--- src/rtl/pm_evt_pkg.sv ---
package pm_evt_pkg;

    // Event bit positions, shared by status and enable registers
    localparam int EVT_TMR = 0;
    localparam int EVT_GLB = 5;
    localparam int EVT_PWR = 8;
    localparam int EVT_RTC = 10;
    localparam logic [15:0] EVT_MASK = 16'h0521;

    // Control register fields
    localparam int CTL_SUSP    = 13;
    localparam int CTL_TYP_LSB = 10;

    // Register offsets inside the window
    localparam logic [7:0] OFF_STS = 8'h00;
    localparam logic [7:0] OFF_EN  = 8'h02;
    localparam logic [7:0] OFF_CTL = 8'h04;
    localparam logic [7:0] OFF_TMR = 8'h08;

    typedef enum logic [2:0] {
        REG_NONE,
        REG_STS,
        REG_EN,
        REG_CTL,
        REG_TMR
    } reg_sel_e;

    typedef struct packed {
        logic     rd;
        logic     wr;
        reg_sel_e sel;
    } io_req_t;

    function automatic reg_sel_e decode_offset(input logic [7:0] off);
        reg_sel_e r;
        case (off)
            OFF_STS: r = REG_STS;
            OFF_EN:  r = REG_EN;
            OFF_CTL: r = REG_CTL;
            OFF_TMR: r = REG_TMR;
            default: r = REG_NONE;
        endcase
        return r;
    endfunction

    function automatic logic [1:0] sleep_field(input logic [15:0] v);
        return v[CTL_TYP_LSB +: 2];
    endfunction

endpackage

--- src/rtl/pm_io_decode.sv ---
module pm_io_decode
    import pm_evt_pkg::*;
#(
    parameter int ADDR_W   = 16,
    parameter int WIN_BITS = 6
) (
    input  logic [ADDR_W-1:0] io_addr,
    input  logic              io_rd,
    input  logic              io_wr,
    input  logic [ADDR_W-1:0] cfg_base,
    input  logic              cfg_dec_en,
    output logic              hit,
    output io_req_t           req
);
    localparam logic [ADDR_W-1:0] OFF_MASK  = ADDR_W'((1 << WIN_BITS) - 1);
    localparam logic [ADDR_W-1:0] BASE_MASK = ~OFF_MASK;

    logic [7:0] off8;

    always_comb begin
        hit  = cfg_dec_en && ((io_addr & BASE_MASK) == (cfg_base & BASE_MASK));
        off8 = 8'(io_addr & OFF_MASK);
        req.rd  = hit && io_rd;
        req.wr  = hit && io_wr;
        req.sel = hit ? decode_offset(off8) : REG_NONE;
    end

endmodule

--- src/rtl/pm_timer.sv ---
module pm_timer #(
    parameter int TMR_W = 24
) (
    input  logic             clk,
    input  logic             rst,
    input  logic             tick_en,
    input  logic             rearm,
    output logic [TMR_W-1:0] cnt,
    output logic             boundary_hit
);
    localparam int MSB = TMR_W - 1;

    logic [TMR_W-1:0] cnt_q;
    logic [TMR_W-1:0] cnt_nxt;
    // The armed boundary is a multiple of 2^MSB, so only its top bit is kept
    logic             arm_q;

    always_comb begin
        cnt_nxt      = tick_en ? cnt_q + TMR_W'(1) : cnt_q;
        boundary_hit = tick_en && (cnt_nxt[MSB-1:0] == '0) && (cnt_nxt[MSB] == arm_q);
    end

    always_ff @(posedge clk) begin
        if (rst) begin
            cnt_q <= '0;
            arm_q <= 1'b1;
        end else begin
            cnt_q <= cnt_nxt;
            if (rearm) begin
                arm_q <= ~cnt_nxt[MSB];
            end
        end
    end

    assign cnt = cnt_q;

endmodule

--- src/rtl/pm_status_regs.sv ---
module pm_status_regs
    import pm_evt_pkg::*;
(
    input  logic        clk,
    input  logic        rst,
    input  logic [15:0] evt_set,
    input  logic        wr_sts,
    input  logic        wr_en,
    input  logic [15:0] wdata,
    output logic [15:0] sts,
    output logic [15:0] en,
    output logic        tmr_rearm,
    output logic        sci
);
    logic [15:0] en_q;

    for (genvar i = 0; i < 16; i++) begin : g_bit
        if (EVT_MASK[i]) begin : g_evt
            logic bit_q;
            always_ff @(posedge clk) begin
                if (rst) begin
                    bit_q <= 1'b0;
                end else if (evt_set[i]) begin
                    bit_q <= 1'b1;
                end else if (wr_sts && wdata[i]) begin
                    bit_q <= 1'b0;
                end
            end
            assign sts[i] = bit_q;
        end else begin : g_rsvd
            assign sts[i] = 1'b0;
        end
    end

    always_ff @(posedge clk) begin
        if (rst) begin
            en_q <= '0;
        end else if (wr_en) begin
            en_q <= wdata;
        end
    end

    assign en        = en_q;
    assign tmr_rearm = wr_sts && wdata[EVT_TMR] && sts[EVT_TMR];
    assign sci       = |(sts & en_q & EVT_MASK);

endmodule

--- src/rtl/pm_ctrl_reg.sv ---
module pm_ctrl_reg
    import pm_evt_pkg::*;
(
    input  logic        clk,
    input  logic        rst,
    input  logic        wr_ctl,
    input  logic [15:0] wdata,
    output logic [15:0] ctl,
    output logic        off_req,
    output logic        sleep_req,
    output logic [1:0]  sleep_type
);
    localparam logic [15:0] KEEP_MASK = ~(16'h0001 << CTL_SUSP);

    logic [15:0] ctl_q;
    logic        off_q;
    logic        slp_q;
    logic        go;

    assign go = wr_ctl && wdata[CTL_SUSP];

    always_ff @(posedge clk) begin
        if (rst) begin
            ctl_q <= '0;
            off_q <= 1'b0;
            slp_q <= 1'b0;
        end else begin
            off_q <= go && (sleep_field(wdata) == 2'd0);
            slp_q <= go && (sleep_field(wdata) != 2'd0);
            if (wr_ctl) begin
                ctl_q <= wdata & KEEP_MASK;
            end
        end
    end

    assign ctl        = ctl_q;
    assign off_req    = off_q;
    assign sleep_req  = slp_q;
    assign sleep_type = sleep_field(ctl_q);

endmodule

--- src/rtl/pm_event_unit.sv ---
module pm_event_unit
    import pm_evt_pkg::*;
#(
    parameter int TMR_W    = 24,
    parameter int WIN_BITS = 6
) (
    input  logic        clk,
    input  logic        rst,
    input  logic        tick_en,
    input  logic [15:0] cfg_base,
    input  logic        cfg_dec_en,
    input  logic [15:0] io_addr,
    input  logic        io_rd,
    input  logic        io_wr,
    input  logic [15:0] io_wdata,
    output logic [31:0] io_rdata,
    output logic        io_sel,
    input  logic        rtc_evt,
    input  logic        pwrbtn_evt,
    input  logic        glb_evt,
    output logic        sci,
    output logic        off_req,
    output logic        sleep_req,
    output logic [1:0]  sleep_type
);
    io_req_t          req;
    logic             hit;
    logic [TMR_W-1:0] tmr_cnt;
    logic             tmr_hit;
    logic             tmr_rearm;
    logic [15:0]      sts;
    logic [15:0]      en;
    logic [15:0]      ctl;
    logic [15:0]      evt_set;
    logic             wr_sts, wr_en, wr_ctl, rd_ctl;

    pm_io_decode #(.ADDR_W(16), .WIN_BITS(WIN_BITS)) u_dec (
        .io_addr    (io_addr),
        .io_rd      (io_rd),
        .io_wr      (io_wr),
        .cfg_base   (cfg_base),
        .cfg_dec_en (cfg_dec_en),
        .hit        (hit),
        .req        (req)
    );

    assign wr_sts = req.wr && (req.sel == REG_STS);
    assign wr_en  = req.wr && (req.sel == REG_EN);
    assign wr_ctl = req.wr && (req.sel == REG_CTL);
    assign rd_ctl = req.rd && (req.sel == REG_CTL);

    pm_timer #(.TMR_W(TMR_W)) u_tmr (
        .clk          (clk),
        .rst          (rst),
        .tick_en      (tick_en),
        .rearm        (tmr_rearm),
        .cnt          (tmr_cnt),
        .boundary_hit (tmr_hit)
    );

    always_comb begin
        evt_set          = '0;
        evt_set[EVT_TMR] = tmr_hit;
        evt_set[EVT_GLB] = glb_evt;
        evt_set[EVT_PWR] = pwrbtn_evt;
        evt_set[EVT_RTC] = rtc_evt;
    end

    pm_status_regs u_sts (
        .clk       (clk),
        .rst       (rst),
        .evt_set   (evt_set),
        .wr_sts    (wr_sts),
        .wr_en     (wr_en),
        .wdata     (io_wdata),
        .sts       (sts),
        .en        (en),
        .tmr_rearm (tmr_rearm),
        .sci       (sci)
    );

    pm_ctrl_reg u_ctl (
        .clk        (clk),
        .rst        (rst),
        .wr_ctl     (wr_ctl),
        .wdata      (io_wdata),
        .ctl        (ctl),
        .off_req    (off_req),
        .sleep_req  (sleep_req),
        .sleep_type (sleep_type)
    );

    always_comb begin
        io_rdata = '0;
        if (req.rd) begin
            case (req.sel)
                REG_STS: io_rdata = {16'h0, sts};
                REG_EN:  io_rdata = {16'h0, en};
                REG_CTL: io_rdata = {16'h0, ctl};
                REG_TMR: io_rdata = 32'(tmr_cnt);
                default: io_rdata = '0;
            endcase
        end
    end

    assign io_sel = hit && (io_rd || io_wr);

endmodule

--- config.mk ---
export PLATFORM = sky130hd
export DESIGN_NAME = pm_event_unit
export DESIGN_NICKNAME = d
export VERILOG_FILES = /design/src/rtl/pm_evt_pkg.sv /design/src/rtl/pm_io_decode.sv /design/src/rtl/pm_timer.sv /design/src/rtl/pm_status_regs.sv /design/src/rtl/pm_ctrl_reg.sv /design/src/rtl/pm_event_unit.sv
export SDC_FILE = /design/constraint.sdc
export NUM_CORES = 1
export LEC_CHECK = 0
export ABC_AREA = 0
export ABC_CLOCK_PERIOD_IN_PS = 4000
export CORE_MARGIN = 1.5
export CORE_UTILIZATION = 30
export CTS_BUF_LIST = sky130_fd_sc_hd__clkbuf_4
export CTS_CLUSTER_DIAMETER = 100
export DETAILED_ROUTE_END_ITERATION = 12
export GPL_ROUTABILITY_DRIVEN = 0
export PLACE_DENSITY = 0.59
export SYNTH_ARGS = -nofsm -noshare
export SYNTH_HDL_FRONTEND = slang
export SYNTH_HIERARCHICAL = 1
export SYNTH_SLANG_ARGS = --single-unit
--- constraint.sdc ---
create_clock -name clk -period 4 [get_ports clk]
set_clock_uncertainty 0.15 [all_clocks]
set_input_delay 0.8 -clock clk [delete_from_list [all_inputs] [get_ports clk]]
set_output_delay 0.8 -clock clk [all_outputs]
set_load 0.02 [all_outputs]
==> impl_metrics.json <==
{
  "grt_pass1_vias": 3530,
  "routed_wl_um": 10700,
  "core_area_um2": 12700,
  "finalSetupViolCount": 16,
  "cts_made_buffers": 9,
  "yosysSeqAreaShare_pct": 31.5,
  "failed_checks": "setup timing",
  "fin_crit_sh_pct": 101,
  "leakage_nw": 1.93,
  "rsz0062_at_grt": "true",
  "fin_crit_ns": 4.05,
  "die_area_um2": 13900,
  "yosysWarnings": 6,
  "layout.nets": 612,
  "ys_ff_latch": 62,
  "min-delay-path-class": "reg2reg",
  "fmax_mhz": 247,
  "grt-ovfl-total": 0,
  "r2r_start": "u_tmr/cnt[1]$_SDFF_PP0_",
  "maxSlewViolCount": 0,
  "die_width_um": 118,
  "vias_per_cell": 4.87,
  "cts_tree": "yes",
  "synth.most_common_cell": "nor2_1",
  "core.rowCount": 41,
  "finalWorstSetupSlack_ns": -0.0511,
  "cts-root-buf": "clkbuf_4",
  "hp-start": "u_sts/en[2]$_SDFFE_PP0P_",
  "route.detailed.drc": 0,
  "p_total_w": 0.00113,
  "grt_pass1_wl_um": 17300,
  "synth_commonest_cells": "nor2_1, dfxtp_1, buf_4",
  "reg2reg_depth": 8,
  "min_delay_worst_endpoint": "u_sts/en[2]$_SDFFE_PP0P_",
  "grt_usage_pct": 15.3,
  "routedWlPerCell_um": 14.6,
  "start_util_pct": 31.0,
  "r2r-end": "u_sts/g_bit[0].g_evt.bit_q$_SDFFE_PP0P_",
  "netlist_area_um2": 3950,
  "dpl.cell_count": 704,
  "grt_max_degree": 42,
  "powerDensity_nw_per_um2": 207,
  "first_pass_iters": 4,
  "ff2ff_setup_slack_ns": 1.08,
  "slew_headroom_pct": 49.6,
  "worstSetupStartpointType": "input pin",
  "finalNonFillerCells": 732,
  "synthToLayoutAreaGrowth_pct": 38.0,
  "drtIter0Drc": 186,
  "clockBufferDepth": 2,
  "pre_cts_ws_ns": -0.824,
  "vias": 3567,
  "finalHoldViolations": 0,
  "crit_fanout": 5,
  "synthArstFlopShare_pct": 0,
  "cp.required_ns": 3.05,
  "path_class": "in2out",
  "synth_top_cell_by_area": "dfxtp_1",
  "hold_depth": 2,
  "h-tree-depth": 3,
  "yosys.area.top_type_share_pct": 31.5,
  "ant_nets": 0,
  "synth-edff-count": 0,
  "port_buffers": 80,
  "status": "finished, violations left",
  "drive_gt1_share_pct": 26.7,
  "synth_area_leaders": "dfxtp_1, mux2i_1, nor2_1, buf_4, xnor2_1",
  "tightest_slew_ns": 0.756,
  "cap_violations": 0,
  "crit_path_end_kind": "output pin",
  "die_h_um": 118,
  "clock-sinks": 62,
  "netlist_instances": 461,
  "fin_hold_ws_ns": 0.363,
  "cp.arrival_ns": 3.10,
  "antenna_found_initial": 1,
  "hpwlAfterDp_um": 7590,
  "ys.flop_type": "dfxtp_1",
  "ys_types": 64,
  "clk_pin_slew_worst_paths_ns": 0.11,
  "avgSynthCellArea_um2": 8.56,
  "clock_latency_ns": 0.42,
  "ios": 95,
  "ir_worst_vdd_v": 0.0000783
}
per-layer routing:
| layer | part of all wire (%) | global-route usage (%) |
|---|---|---|
| met4 | 1.3 | 4.80 |
| met3 | 4.5 | 3.73 |
| met2 | 51 | 26.6 |
| met1 | 43 | 18.5 |
| met5 | 0 | 0 |
state kept, by name, summed over array words and instances, names as in the netlist:
| signal | flops |
|---|---|
| u_ctl/sleep_req | 1 |
| u_tmr/cnt | 24 |
| u_ctl/ctl | 15 |
| u_ctl/off_req | 1 |
| u_tmr/arm_q | 1 |
| u_sts/g_bit.g_evt.bit_q | 4 |
| u_sts/en | 16 |
final cells by class:
class,instances,area (um2)
clock inverters,4,23.8
fillers,1300,7270
repair buffers,121,1160
multi-input cells,352,2680
inverters,8,30.0
well taps,172,215
clock buffers,12,90.1
flip-flops and latches,62,1240
diodes,1,2.50
stage by stage:
step / TNS (ns) / area [um2] / utilization [%]
after floorplan: 0 / 4030 / -
after detailed placement: -16.73 / 4880 / 38.4
after global routing: -2.62 / 5450 / 42.8
after global placement: -15.94 / 4880 / 38.4
after CTS: -0.362 / 5220 / 41.1
final: -0.612 / 5450 / 42.8
worst max-delay path, cell delays in order:
cell	delay, ns
clkbuf_2	0.08
or3_4	0.38
or4b_4	0.53
nor4_4	0.28
nor3b_4	0.24
buf_6	0.15
buf_6	0.10
o21ai_4	0.09
buf_6	0.16
a21oi_4	0.14
buf_6	0.14
worst max-delay path by stage:
stage / slack (ns) / from / endpoint
3_3_place_gp: -0.79 / io_addr[0] / io_rdata[0]
5_1_grt: -0.18 / cfg_base[8] / io_rdata[0]
6_report: -0.05 / io_addr[5] / io_rdata[0]
2_1_floorplan: 0.14 / io_addr[0] / io_rdata[12]
3_5_place_dp: -0.82 / io_addr[0] / io_rdata[0]
4_1_cts: -0.06 / io_addr[0] / io_rdata[9]
power breakdown:
| group | switching (W) | internal, W | total [W] |
|---|---|---|---|
| sequential | 0.00000796 | 0.000621 | 0.000629 |
| clock | 0.000228 | 0.000146 | 0.000374 |
| combinational | 0.0000561 | 0.0000700 | 0.000126 |
| total | 0.000293 | 0.000837 | 0.00113 |
timing repair:
| item | in CTS | in global routing |
|---|---|---|
| setup buffers | 9 | 2 |
| cloned | 1 | 0 |
| hold buffers | 0 | 0 |
| pin swaps | 12 | 13 |
| resized for setup | 134 | 67 |
| endpoints found under the hold margin | 0 | 0 |
| setup endpoints to repair | 24 | 24 |
layout by cell type, fill, tap and decap left out, types with 3 or more instances in the layout:
cell              n
a21oi_1           4
a21oi_2           3
a21oi_4          13
a22oi_1           6
a22oi_2          13
a311oi_1          3
a31oi_1           3
a32oi_1           5
a32oi_2          11
and2b_1           4
and3_1           13
buf_12            3
buf_4            31
buf_6            21
clkbuf_2         11
clkbuf_4         12
clkdlybuf4s50_1  47
conb_1           21
dfxtp_1          62
dlymetal6s2s_1    4
inv_1             7
mux2i_1          32
nand2_1          15
nand3_1          14
nand4_1          10
nor2_1           73
nor2b_1          15
nor3_1            3
nor4_1            3
nor4_4            3
o21ai_0           4
or3_1             3
or3_4             3
xnor2_1          23
xor2_1           13
logic make-up (layout without fill, tap and decap cells):
family                   count (synthesis)  count (layout)  synth area share [%]
AND/OR/NAND/NOR                        181             181                  25.4
AO/OA/AOI/OAI                           79              79                  14.4
buffers and inverters                   65             145                  11.4
flip-flops                              62              62                  31.5
XOR/XNOR                                36              36                  7.99
multiplexers                            34              34                  8.78
other                                    3              22                 0.285
adder cells (fa/ha/maj)                  1               1                 0.317
Power figures use the tool's default switching activity.
